**src/rtl/fgat_pkg.sv**
```systemverilog
package fgat_pkg;

  typedef enum logic [1:0] {
    ST_IDLE   = 2'd0,
    ST_GATHER = 2'd1,
    ST_PROG   = 2'd2
  } fgatState_t;

  // strobes from control to datapath
  typedef struct packed {
    logic loadBase;   // latch group start address
    logic capture;    // store wrData into the current lane
    logic clearLanes; // wipe gathered bytes after a dropped group
  } fgatStrobe_t;

endpackage

```
**src/rtl/fgat_dpath.sv**
```systemverilog
module fgat_dpath
  import fgat_pkg::*;
#(
  parameter int ADDR_W      = 10,
  parameter int GROUP_BYTES = 8,
  parameter int PAGE_LO     = 'h200,
  parameter int PAGE_HI     = 'h3FF,
  localparam int LANE_W     = $clog2(GROUP_BYTES),
  localparam int WORD_W     = GROUP_BYTES * 8
) (
  input  logic              clk,
  input  logic              rstN,
  input  fgatStrobe_t       strb,
  input  logic [LANE_W-1:0] laneIdx,
  input  logic [ADDR_W-1:0] wrAddr,
  input  logic [7:0]        wrData,
  output logic              startOk,
  output logic              nextOk,
  output logic [ADDR_W-1:0] progAddr,
  output logic [WORD_W-1:0] progData
);

  localparam int EXT_W = ADDR_W + 1;

  logic [ADDR_W-1:0] baseAddr;
  logic [EXT_W-1:0]  addrExt;
  logic [EXT_W-1:0]  lastExt;
  logic              aligned;
  logic              inWindow;
  logic [ADDR_W-1:0] expAddr;

  always_ff @(posedge clk or negedge rstN) begin
    if (!rstN) begin
      baseAddr <= '0;
    end else if (strb.loadBase) begin
      baseAddr <= wrAddr;
    end
  end

  // one byte register per lane
  for (genvar g = 0; g < GROUP_BYTES; g++) begin : gLane
    logic [7:0] laneByte;
    always_ff @(posedge clk or negedge rstN) begin
      if (!rstN) begin
        laneByte <= '0;
      end else if (strb.clearLanes) begin
        laneByte <= '0;
      end else if (strb.capture && (laneIdx == LANE_W'(g))) begin
        laneByte <= wrData;
      end
    end
    assign progData[g*8 +: 8] = laneByte;
  end

  always_comb begin
    addrExt  = {1'b0, wrAddr};
    lastExt  = addrExt + EXT_W'(GROUP_BYTES - 1);
    aligned  = (wrAddr[LANE_W-1:0] == '0);
    inWindow = (addrExt >= EXT_W'(PAGE_LO)) && (lastExt <= EXT_W'(PAGE_HI));
    startOk  = aligned && inWindow;
    expAddr  = baseAddr + ADDR_W'(laneIdx);
    nextOk   = (wrAddr == expAddr);
  end

  assign progAddr = baseAddr;

endmodule

```
**src/rtl/fgat_ctrl.sv**
```systemverilog
module fgat_ctrl
  import fgat_pkg::*;
#(
  parameter int GROUP_BYTES = 8,
  localparam int LANE_W     = $clog2(GROUP_BYTES)
) (
  input  logic              clk,
  input  logic              rstN,
  input  logic              wrEn,
  input  logic              errClr,
  input  logic              progAck,
  input  logic              startOk,
  input  logic              nextOk,
  output fgatStrobe_t       strb,
  output logic [LANE_W-1:0] laneIdx,
  output logic              progReq,
  output logic              busy,
  output logic              err
);

  localparam logic [LANE_W-1:0] LAST_LANE = LANE_W'(GROUP_BYTES - 1);

  fgatState_t        state, nextState;
  logic [LANE_W-1:0] lane, nextLane;
  logic              errEvt;

  always_comb begin
    strb      = '0;
    errEvt    = 1'b0;
    nextState = state;
    nextLane  = lane;
    case (state)
      ST_IDLE: begin
        if (wrEn) begin
          if (startOk) begin
            strb.loadBase = 1'b1;
            strb.capture  = 1'b1;
            nextLane      = LANE_W'(1);
            nextState     = ST_GATHER;
          end else begin
            errEvt = 1'b1;
          end
        end
      end
      ST_GATHER: begin
        if (wrEn) begin
          if (nextOk) begin
            strb.capture = 1'b1;
            if (lane == LAST_LANE) begin
              nextLane  = '0;
              nextState = ST_PROG;
            end else begin
              nextLane = lane + LANE_W'(1);
            end
          end else begin
            errEvt          = 1'b1;
            strb.clearLanes = 1'b1;
            nextLane        = '0;
            nextState       = ST_IDLE;
          end
        end
      end
      ST_PROG: begin
        if (wrEn) begin
          errEvt = 1'b1;
        end
        if (progAck) begin
          nextState = ST_IDLE;
        end
      end
      default: begin
        nextState = ST_IDLE;
        nextLane  = '0;
      end
    endcase
  end

  always_ff @(posedge clk or negedge rstN) begin
    if (!rstN) begin
      state <= ST_IDLE;
      lane  <= '0;
    end else begin
      state <= nextState;
      lane  <= nextLane;
    end
  end

  // sticky flag, a new error outranks a clear
  always_ff @(posedge clk or negedge rstN) begin
    if (!rstN) begin
      err <= 1'b0;
    end else if (errEvt) begin
      err <= 1'b1;
    end else if (errClr) begin
      err <= 1'b0;
    end
  end

  assign laneIdx = lane;
  assign progReq = (state == ST_PROG);
  assign busy    = (state == ST_PROG);

endmodule

```
**src/rtl/flash_group_gatherer.sv**
```systemverilog
module flash_group_gatherer
  import fgat_pkg::*;
#(
  parameter int ADDR_W      = 10,
  parameter int GROUP_BYTES = 8,
  parameter int PAGE_LO     = 'h200,
  parameter int PAGE_HI     = 'h3FF,
  localparam int LANE_W     = $clog2(GROUP_BYTES),
  localparam int WORD_W     = GROUP_BYTES * 8
) (
  input  logic              clk,
  input  logic              rstN,
  input  logic              wrEn,
  input  logic [ADDR_W-1:0] wrAddr,
  input  logic [7:0]        wrData,
  input  logic              errClr,
  input  logic              progAck,
  output logic              progReq,
  output logic [ADDR_W-1:0] progAddr,
  output logic [WORD_W-1:0] progData,
  output logic              busy,
  output logic              err
);

  fgatStrobe_t       strb;
  logic [LANE_W-1:0] laneIdx;
  logic              startOk;
  logic              nextOk;

  fgat_ctrl #(
    .GROUP_BYTES(GROUP_BYTES)
  ) u_ctrl (
    .clk    (clk),
    .rstN   (rstN),
    .wrEn   (wrEn),
    .errClr (errClr),
    .progAck(progAck),
    .startOk(startOk),
    .nextOk (nextOk),
    .strb   (strb),
    .laneIdx(laneIdx),
    .progReq(progReq),
    .busy   (busy),
    .err    (err)
  );

  fgat_dpath #(
    .ADDR_W     (ADDR_W),
    .GROUP_BYTES(GROUP_BYTES),
    .PAGE_LO    (PAGE_LO),
    .PAGE_HI    (PAGE_HI)
  ) u_dpath (
    .clk     (clk),
    .rstN    (rstN),
    .strb    (strb),
    .laneIdx (laneIdx),
    .wrAddr  (wrAddr),
    .wrData  (wrData),
    .startOk (startOk),
    .nextOk  (nextOk),
    .progAddr(progAddr),
    .progData(progData)
  );

endmodule

```
**config.mk**
```make
export PLATFORM = sky130hd
export DESIGN_NAME = flash_group_gatherer
export DESIGN_NICKNAME = d
export VERILOG_FILES = /design/src/rtl/fgat_pkg.sv /design/src/rtl/fgat_dpath.sv /design/src/rtl/fgat_ctrl.sv /design/src/rtl/flash_group_gatherer.sv
export SDC_FILE = /design/constraint.sdc
export NUM_CORES = 1
export LEC_CHECK = 0
export BUFFER_PORTS_ARGS = -buffer_cell sky130_fd_sc_hd__buf_2
export CAP_MARGIN = 15
export CORE_MARGIN = 2
export CORE_UTILIZATION = 40
export DETAILED_ROUTE_END_ITERATION = 7
export PLACE_DENSITY = 0.74
export SLEW_MARGIN = 20
export SYNTH_ARGS = -nofsm -noshare
export SYNTH_HDL_FRONTEND = slang
export SYNTH_HIERARCHICAL = 1
export SYNTH_SLANG_ARGS = --single-unit
```
**constraint.sdc**
```tcl
create_clock -name clk -period 5.1 [get_ports clk]
set_input_delay 1.275 -clock clk [delete_from_list [all_inputs] [get_ports clk]]
set_output_delay 1.275 -clock clk [all_outputs]
set_load 0.01 [all_outputs]
```
# After elaboration in Yosys (flattened, before gate mapping)
# Index checks and enable logic that the tools add are counted.
# word_totals
inputBits	23
output_inout_bits	77
reg_bits	80
wordCells	101
# op_classes
eq_ne	15
bitwise_logic	1
mux	44
n_lt_le_gt_ge	2
n_reduce_logical	24
addsub	3
# ops
cell	count
$mux W8	16
$mux W2	9
$reduce_bool A2 Y1	9
$mux W3	5
$eq A3 B3 Y1 const B	4
$add A10 B3 Y11 const B	1
$le A11 B10 Y1 const B	1
$add A10 B3 Y10	1
$eq A10 B10 Y1	1
$ge A10 B10 Y1 const B	1
$logic_and A1 B1 Y1	10
$mux W1	10
$pmux W3 S3	1
$ne A2 B2 Y1 const B	4
$eq A3 B2 Y1 const B	2
$logic_not A3 Y1	2
$pmux W2 S3	1
$reduce_and A5 Y1	1
$reduce_and A4 Y1	1
$add A3 B1 Y3 const B	1
$eq A3 B1 Y1 const B	1
$ne A3 B2 Y1 const B	1
$pmux W1 S3	1
$eq A2 B1 Y1 const B	1
4 further kinds	4

# Depth between registers and ports, before layout
# Gate-level depths: netlist of run 1.
# logic_depth
word_depth	10
ltp_mapped	14

# By module
# The synthesis of run 1 kept the hierarchy.
# modules_own_cells
module	area_each_um2	cells_each	instances
fgat_dpath	3390.8	377	1
fgat_ctrl	372.9	39	1

# Worst setup path before layout of run 1
# Ideal clock, no wire load.
# synth_path
kind	input port to flip-flop
start	in wrAddr[8]
end	reg u_dpath.gLane[0].laneByte[0]
slack_ns	1.472
required_ns	5.022
cell_stages	10
arrival_ns	3.550
setup_time_ns	0.078
path_buffers	0
cell_sequence	or3b_1 -> a211oi_2 -> nor3_1 -> nor4_2 -> nand2_2 -> a21oi_1 -> nand2b_1 -> nor3_1 -> nand2_1 -> a21oi_1
# synth_lines
item	line	text
start, declared	flash_group_gatherer.sv:14	input logic [ADDR_W-1:0] wrAddr,
end signal, assigned	fgat_dpath.sv:49	laneByte <= wrData;
end, declared	fgat_dpath.sv:42	logic [7:0] laneByte;

==> results.json, run 1 <==
{
  "cts.clk_slew.worst_paths_ps": 80,
  "drtIter0Drc": 165,
  "antenna_found_initial": 0,
  "cts_hold_buf": 0,
  "ys.flop_type": "dfrtp_1",
  "synth_edf_count": 0,
  "fmax_mhz": 221,
  "dr.pass1.iters": 4,
  "start_util_pct": 40.9,
  "netlist_area_um2": 3760,
  "rsz0062_at_grt": "false",
  "grt_pass1_wl_mm": 15.7,
  "synth_seq_cells": 80,
  "hpwl_mm": 6.80,
  "syn_area_per_cell_um2": 9.05,
  "path_class": "reg -> reg",
  "fin_nets": 538,
  "grt_max_degree": 81,
  "crit_path_start_kind": "register",
  "cts_setup_buffers": 0,
  "num_vias": 3261,
  "relSlewSlack_pct": 39.3,
  "cts_inserted_buffers": 9,
  "required_ps": 5370,
  "cp-end-kind": "register",
  "syn-num-nets": 447,
  "root_buffer": "clkbuf_8",
  "fin_crit_sh_pct": 88.7,
  "area_growth_pct": 21.0,
  "n_antenna_cell": 0,
  "ios": 100,
  "status": "complete, no violations",
  "routedWlPerCell_um": 15.8,
  "clock_sinks": 80,
  "final_max_slew_viol_count": 0,
  "power.density_nw_per_um2": 313,
  "skew_ps": 9.41,
  "fin_setup_tns_ps": 0,
  "core_region_area_um2": 9200,
  "drc": 0,
  "layout_min_cycle_time_ps": 4530,
  "fillers": 869,
  "drt_wl_total_mm": 9.82,
  "p_leak_uw": 0.00224,
  "synthDistinctLibCells": 43,
  "finalSetupViolCount": 0,
  "syn_inst": 416,
  "final_util_pct": 49.5,
  "ys_warn_count": 6,
  "postRouteAntennaNets": 0,
  "vdd_drop_max_mv": 0.154,
  "grtUsageTotal_pct": 19.8,
  "synth_top_cell_area_share_pct": 53.2,
  "cp_cell_sequence": "ha_1 > fa_1 > a21o_2 > nand3_2 > or3b_1 > a211oi_2 > nor3_1 > nor4_2 > nand2_2 > a21oi_1 > nand2_1 > nor3_1 > nand2_1 > a21oi_1",
  "drv_cap": 0,
  "cts_max_level": 3,
  "path_max_fanout": 15,
  "synthTopCellsByArea": "dfrtp_1, nand2_1, a21oi_1, mux2_2, ha_1",
  "dieArea_um2": 10200,
  "viasPerCell": 5.24,
  "worst_pin_slew_ps": 908,
  "die_x_um": 101,
  "clk_latency_ps": 350,
  "rows": 35,
  "grt_pass1_vias": 3120,
  "slowest_delay_ps": 690,
  "die_h_um": 101,
  "cts_repair_resize_count": 0,
  "ys_seq_area_share_pct": 53.2,
  "cts.path.max_buffers": 2,
  "async_flop_share_pct": 100,
  "synth_top_area_cell": "dfrtp_1",
  "cts_tree": "done",
  "finalHoldViolCount": 0,
  "holdCritPathClass": "reg -> reg",
  "io_buffers": 99,
  "place_congestion": 0.842,
  "final_layout_size_suffix_gt1_share_pct": 26.4,
  "grt-ovfl-total": 0,
  "slowest_stage": "nor3_1",
  "critPathArrivalTime_ps": 4790
}
[per-stage QoR]
stage | power [uW] | hold WS [ps] | cell area (um2) | worst slack (ps) | cells
floorplan | 836 | 540 | 3760 | 1470 | 416
global placement | 917 | 507 | 4340 | 979 | 607
detailed placement | 924 | 511 | 4340 | 686 | 607
CTS | 1440 | 522 | 4550 | 663 | 622
global route | 1490 | 545 | 4560 | 178 | 622
finish | 1430 | 521 | 4560 | 574 | 622
[registers in the layout, indices dropped and copies added, names as in the netlist]
register / flops
u_ctrl/state: 2
u_ctrl/laneIdx: 3
u_dpath/progAddr: 10
u_dpath/gLane.laneByte: 64
u_ctrl/err: 1
[report_power, final]
part | switching [uW] | internal, uW
clock network | 238 | 276
logic | 116 | 89.8
registers | 36.3 | 668
[kinds of logic after synthesis]
logic type | Yosys count | synth area share, %
and+or+nand+nor | 189 | 22.0
AOI/OAI and AO/OA | 87 | 12.7
DFF | 80 | 53.2
buffers and inverters | 28 | 2.93
xor gates and xnor gates | 13 | 3.03
muxes | 11 | 3.29
adders and majority gates | 8 | 2.86
[synthesized netlist by cell type, types with 2 or more instances]
master    count
nand3_1       5
dfrtp_1      80
o22ai_1       2
o21ai_0       4
nand2_1     137
a32o_1        2
nor3_1        6
a21oi_1      68
buf_1         9
nand2b_1      5
xor2_1        3
xnor2_1      10
nor3b_1       2
mux2_2       11
inv_1         8
nor2_1       13
clkbuf_1      9
nand4_1       4
a31oi_1       4
nor2b_1       5
ha_1          7
[area by class of cell]
cell class,count,area (um2),share of cell area [%]
multi-input cells,308,1660,36.4
flip-flops and latches,80,2000,43.9
repair buffers,100,509,11.2
inverters,8,30.0,0.659
well taps,111,139,3.05
clock inverters,6,92.6,2.03
clock buffers,9,124,2.72
[cell usage in the layout (no fill, tap or decap), drive strengths merged, types with 2 or more instances in the layout]
cell type,synthesis,final
nand2,138,138
buf,11,100
dfrtp,80,80
a21oi,68,68
nor2,13,13
mux2,11,11
xnor2,10,10
inv,8,10
clkbuf,9,9
ha,7,7
nor3,6,6
nand3,6,6
nand2b,5,5
nor2b,5,5
o21ai,5,5
a31oi,4,4
nand4,4,4
xor2,3,3
clkinvlp,0,2
bufinv,0,2
nor3b,2,2
o22ai,2,2
a32o,2,2
a21o,2,2
[worst max-delay path: cells and delay by family, from the launching register on]
family                   cells  cell delay (ps)
AO/OA/AOI/OAI                4             1090
flip-flops                   1              640
AND/OR/NAND/NOR              8             2180
adder cells (fa/ha/maj)      2              550
[routing by layer]
layer | global-route usage (%) | vias to the layer above | routed length, um
met5 | 0 | - | 0
met4 | 9.46 | 0 | 197
met3 | 3.05 | 18 | 484
met2 | 31.0 | 110 | 4820
met1 | 27.0 | 1564 | 4320
li1 | - | 1569 | -
[worst paths after layout]
path / start / endpoint / slack [ps] / cells past startpoint
worst max register to register: u_ctrl/laneIdx[0]$_DFFE_PN0P_ / u_dpath/gLane[4].laneByte[4]$_DFFE_PN0P_ / 570 / 14
worst min-delay path: u_dpath/gLane[4].laneByte[2]$_DFFE_PN0P_ / u_dpath/gLane[4].laneByte[2]$_DFFE_PN0P_ / 520 / 2
max in group asynchronous: rstN / u_dpath/gLane[7].laneByte[5]$_DFFE_PN0P_ / 3630 / 1
worst min register to register: u_dpath/gLane[4].laneByte[2]$_DFFE_PN0P_ / u_dpath/gLane[4].laneByte[2]$_DFFE_PN0P_ / 520 / 2
worst max-delay path: u_ctrl/laneIdx[0]$_DFFE_PN0P_ / u_dpath/gLane[4].laneByte[4]$_DFFE_PN0P_ / 570 / 14
min in group asynchronous: rstN / u_dpath/progAddr[4]$_DFFE_PN0P_ / 930 / 1
(Power assumes the default switching activity.)
==> run 2: changes to the inputs <==
Settings changed: CORE_MARGIN 2 to default, CTS_CLUSTER_DIAMETER from default to 150.
==> results.json, run 2 (synthesized netlist as in run 1, its figures left out) <==
{
  "status": "complete, no violations",
  "drc": 0,
  "place_congestion": 0.804,
  "worst_slack_ps": 715,
  "fin_setup_tns_ps": 0,
  "grt-ovfl-total": 0,
  "cts_max_level": 3,
  "cts.path.max_buffers": 2,
  "finalSetupViolCount": 0,
  "area_growth_pct": 20.7,
  "p_comb_share_pct": 15.0,
  "cts_setup_buffers": 0,
  "postRouteAntennaNets": 0,
  "skew_ps": 10.6,
  "grt_pass1_vias": 3036,
  "clockPowerShare_pct": 33.9,
  "drt_wl_total_mm": 9.57,
  "p_leak_uw": 0.00224,
  "viasPerCell": 5.26,
  "worst_pin_slew_ps": 951,
  "cp-end-kind": "register",
  "required_ps": 5360,
  "grt_pass1_wl_mm": 15.2,
  "num_vias": 3280,
  "drv_cap": 0,
  "layout_min_cycle_time_ps": 4380,
  "cpLargestDelayFamily": "simple AND/OR/NAND/NOR gates",
  "clock_sinks": 80,
  "slowest_delay_ps": 660,
  "cp_cell_sequence": "ha_1 > fa_1 > a21o_2 > nand3_2 > or3b_1 > a211oi_2 > nor3_1 > nor4_2 > nand2_2 > a21oi_1 > nand2_1 > nor3_1 > nand2_1 > a21oi_1",
  "relSlewSlack_pct": 36.4,
  "dieArea_um2": 9800,
  "fin_crit_sh_pct": 86.0,
  "design_area_um2": 4540,
  "pre_cts_ws_ps": 804,
  "rows": 35,
  "layout_common_cells": "nand2_1, buf_2, dfrtp_1",
  "slowest_stage": "nor3_1",
  "largest_reg_flops": 64,
  "p_sw_uw": 389,
  "fillers": 890,
  "crit_buf_inv": 0,
  "grt_max_degree": 81,
  "path_class": "reg -> reg",
  "r2r_start": "u_ctrl/laneIdx[0]$_DFFE_PN0P_",
  "rsz0062_at_grt": "false",
  "holdCritPathClass": "reg -> reg",
  "antenna_found_initial": 0,
  "intPower_uw": 988,
  "cts_hold_buf": 0,
  "rr_endpoint": "u_dpath/gLane[4].laneByte[2]$_DFFE_PN0P_",
  "worst_hold_startpoint": "u_dpath/gLane[2].laneByte[1]$_DFFE_PN0P_",
  "cts_repair_resize_count": 0,
  "drtIter0Drc": 164,
  "final_max_slew_viol_count": 0,
  "start_util_pct": 40.9,
  "finalHoldViolCount": 0,
  "routedWlPerCell_um": 15.3,
  "hpwl_mm": 6.68,
  "ff2ff_setup_slack_ps": 720,
  "root_buffer": "clkbuf_8",
  "dr.pass1.iters": 4,
  "path_max_fanout": 15,
  "ios": 100,
  "cts_inserted_buffers": 9,
  "final_common_cell": "nand2_1",
  "n_antenna_cell": 0,
  "critPathArrivalTime_ps": 4640,
  "core_region_area_um2": 9200,
  "min_to": "u_dpath/gLane[2].laneByte[1]$_DFFE_PN0P_",
  "die_h_um": 99,
  "die_x_um": 99,
  "reg2reg_depth": 14,
  "seq_power_share_pct": 51.1,
  "top_register": "u_dpath/gLane.laneByte",
  "io_buffers": 99,
  "hold_path_depth": 2,
  "cts_tree": "done",
  "fmax_mhz": 228,
  "final_layout_size_suffix_gt1_share_pct": 26.5,
  "fin_nets": 539,
  "grtUsageTotal_pct": 20.0,
  "cts.clk_slew.worst_paths_ps": 80,
  "crit_path_start_kind": "register",
  "vdd_drop_max_mv": 0.125,
  "swShare_pct": 28.3,
  "postPlaceCellArea_um2": 4340,
  "power.density_nw_per_um2": 303,
  "clk_latency_ps": 340,
  "total_power_uw": 1380
}
run 2: changes by cell type in the layout (fill, tap and decap cells not counted), sizes merged:
cell / before / now
clkinv: 0 / 3
clkinvlp: 2 / 1
bufinv: 2 / 1
clkbuf: 9 / 10
buf: 100 / 101
inv: 10 / 9
run 2: worst max path at each step:
stage | startpoint | end | slack (ps) | cells past startpoint
after floorplan | wrAddr[8] | u_dpath/gLane[0].laneByte[0]$_DFFE_PN0P_ | 1470 | 10
after global placement | u_ctrl/laneIdx[0]$_DFFE_PN0P_ | u_dpath/gLane[4].laneByte[0]$_DFFE_PN0P_ | 1000 | 14
after detailed placement | u_ctrl/laneIdx[0]$_DFFE_PN0P_ | u_dpath/gLane[4].laneByte[4]$_DFFE_PN0P_ | 800 | 14
after CTS | u_ctrl/laneIdx[0]$_DFFE_PN0P_ | u_dpath/gLane[4].laneByte[5]$_DFFE_PN0P_ | 760 | 14
after global routing | u_ctrl/laneIdx[0]$_DFFE_PN0P_ | u_dpath/gLane[4].laneByte[4]$_DFFE_PN0P_ | 270 | 14
final | u_ctrl/laneIdx[0]$_DFFE_PN0P_ | u_dpath/gLane[4].laneByte[2]$_DFFE_PN0P_ | 720 | 14
run 2: per-layer routing:
| layer | global-route usage (%) | part of all wire [%] |
|---|---|---|
| met1 | 25.4 | 44 |
| met2 | 32.7 | 50 |
| met3 | 3.69 | 3.9 |
| met4 | 10.4 | 2.1 |
| met5 | 0 | 0 |
run 2: metrics by stage:
stage / instances / utilization, % / hold WS (ps)
floorplan: 416 / - / 540
global placement: 608 / 47.2 / 508
detailed placement: 608 / 47.2 / 511
CTS: 624 / 49.4 / 523
global route: 624 / 49.4 / 542
finish: 624 / 49.4 / 518
run 2: cell type report:
cell class	instances	area, um2	share of cell area (%)
multi-input combinational	308	1660	36.5
tap	111	139	3.06
clock inverter	6	68.8	1.51
clock buffer	10	128	2.81
timing repair buffer	101	517	11.4
sequential	80	2000	44.1
inverter	8	30.0	0.661
run 2: power by group through the flow:
| stage | Clock, uW | Sequential, uW | Combinational, uW |
|---|---|---|---|
| 2_1_floorplan | 0 | 728 | 109 |
| 3_3_place_gp | 0 | 714 | 202 |
| 5_1_grt | 498 | 709 | 227 |
| 3_5_place_dp | 0 | 716 | 206 |
| 4_1_cts | 476 | 704 | 207 |
| 6_report | 467 | 704 | 206 |
run 2: tightest hold or removal path, delay by kind of cell, from the launching register on:
kind,cells,cell delay (ps)
flip-flops,1,380
AO/OA/AOI/OAI,1,50
AND/OR/NAND/NOR,1,50
==> run 3: changes to the inputs <==
Settings changed: CAP_MARGIN 15 to 20, CORE_UTILIZATION 40 to 53, PLACE_DENSITY 0.74 to 0.91, SKIP_CTS_REPAIR_TIMING from default to 1.
==> results.json, run 3 (synthesized netlist as in run 1, its figures left out) <==
{
  "area_growth_pct": 20.3,
  "top_register": "u_dpath/gLane.laneByte",
  "clk_latency_ps": 360,
  "hold_path_depth": 2,
  "antenna_found_initial": 0,
  "critPathArrivalTime_ps": 4830,
  "place_inst": 592,
  "finalHoldViolCount": 0,
  "io_buffers": 99,
  "grt-ovfl-total": 0,
  "cp_cell_sequence": "ha_1 > fa_1 > a21o_2 > nand3_2 > or3b_1 > a211oi_2 > nor3_1 > nor4_2 > nand2_2 > a21oi_1 > nand2_1 > nor3_1 > nand2_1 > a21oi_1",
  "crit_path_start_kind": "register",
  "cts.clk_slew.worst_paths_ps": 90,
  "reg2reg_depth": 14,
  "worst-path-stages": 14,
  "vdd_drop_max_mv": 0.148,
  "path_class": "reg -> reg",
  "grtUsageTotal_pct": 26.8,
  "dr.pass1.iters": 5,
  "n_antenna_cell": 0,
  "total_power_uw": 1400,
  "grt_pass1_vias": 3092,
  "worst_pin_slew_ps": 996,
  "final_max_slew_viol_count": 0,
  "drv_cap": 0,
  "cts_tree": "done",
  "drtIter0Drc": 319,
  "viasPerCell": 5.51,
  "holdCritPathClass": "reg -> reg",
  "hold_slack_ps": 520,
  "skew_ps": 13.0,
  "fin_crit_sh_pct": 89.2,
  "routedWlPerCell_um": 15.4,
  "slowest_stage": "nor3_1",
  "required_ps": 5380,
  "grt_max_degree": 81,
  "instances_no_fill": 608,
  "drt_wl_total_mm": 9.38,
  "final_common_cell": "nand2_1",
  "ios": 100,
  "fin_setup_tns_ps": 0,
  "rsz0062_at_grt": "false",
  "status": "complete, no violations",
  "die_h_um": 86.3,
  "p_leak_uw": 0.00224,
  "num_vias": 3349,
  "rows": 30,
  "fmax_mhz": 220,
  "cts.path.max_buffers": 2,
  "cpLargestDelayFamily": "simple AND/OR/NAND/NOR gates",
  "start_util_pct": 55.1,
  "layout_min_cycle_time_ps": 4550,
  "clock_sinks": 80,
  "root_buffer": "clkbuf_8",
  "place_congestion": 0.813,
  "slowest_delay_ps": 690,
  "final_layout_size_suffix_gt1_share_pct": 26.6,
  "crit_buf_inv": 0,
  "layout_common_cells": "nand2_1, buf_2, dfrtp_1",
  "postRouteAntennaNets": 0,
  "grt_pass1_wl_mm": 15.2,
  "relSlewSlack_pct": 33.6,
  "hpwl_mm": 6.45,
  "fin_nets": 538,
  "cp-end-kind": "register",
  "die_x_um": 86.3,
  "cts_max_level": 3,
  "path_max_fanout": 15,
  "core_region_area_um2": 6830,
  "cts_inserted_buffers": 9,
  "drc": 0,
  "power.density_nw_per_um2": 310,
  "finalSetupViolCount": 0,
  "dieArea_um2": 7440,
  "largest_reg_flops": 64
}
==> run 3: metrics by stage <==
| stage | utilization (%) | worst slack, ps | cell area, um2 |
|---|---|---|---|
| after floorplan | - | 1470 | 3760 |
| final | 66.3 | 550 | 4530 |
| after global placement | 63.2 | 1020 | 4320 |
| after CTS | 66.3 | 642 | 4530 |
| after global routing | 66.3 | 292 | 4530 |
| after detailed placement | 63.2 | 698 | 4320 |
==> run 3: layout make-up <==
| class | count | area, um2 |
|---|---|---|
| fill | 555 | 2300 |
| sequential | 80 | 2000 |
| multi-input combinational | 308 | 1660 |
| timing repair buffer | 100 | 505 |
| clock buffer | 9 | 124 |
| tap | 96 | 120 |
| clock inverter | 7 | 86.3 |
| inverter | 8 | 30.0 |
==> run 3: worst register-to-register path, delay by kind of cell, from the launching register on <==
kind	cells	cell delay [ps]
AO/OA/AOI/OAI	4	1150
adder cells (fa/ha/maj)	2	550
flip-flops	1	640
AND/OR/NAND/NOR	8	2130
==> run 3: routing by layer <==
layer	GRT usage, %	up-vias	wire length, um
met5	0	-	0
met4	12.7	0	261
met3	5.90	25	577
met2	42.6	151	4680
met1	35.2	1598	3860
li1	-	1575	-
==> run 3: worst paths after layout <==
check                      slack, ps                                       end                                     start
setup / recovery                 550  u_dpath/gLane[4].laneByte[1]$_DFFE_PN0P_             u_ctrl/laneIdx[0]$_DFFE_PN0P_
hold / removal                   520  u_dpath/gLane[1].laneByte[3]$_DFFE_PN0P_  u_dpath/gLane[1].laneByte[3]$_DFFE_PN0P_
setup reg to reg                 550  u_dpath/gLane[4].laneByte[1]$_DFFE_PN0P_             u_ctrl/laneIdx[0]$_DFFE_PN0P_
hold reg to reg                  520  u_dpath/gLane[1].laneByte[3]$_DFFE_PN0P_  u_dpath/gLane[1].laneByte[3]$_DFFE_PN0P_
max in group asynchronous       3380               u_ctrl/state[0]$_DFFE_PN0P_                                      rstN
min in group asynchronous       1040  u_dpath/gLane[1].laneByte[3]$_DFFE_PN0P_                                      rstN
==> run 3: where the power goes <==
group | switching [uW] | internal, uW
registers | 35.6 | 668
logic | 116 | 89.5
clock network | 258 | 237
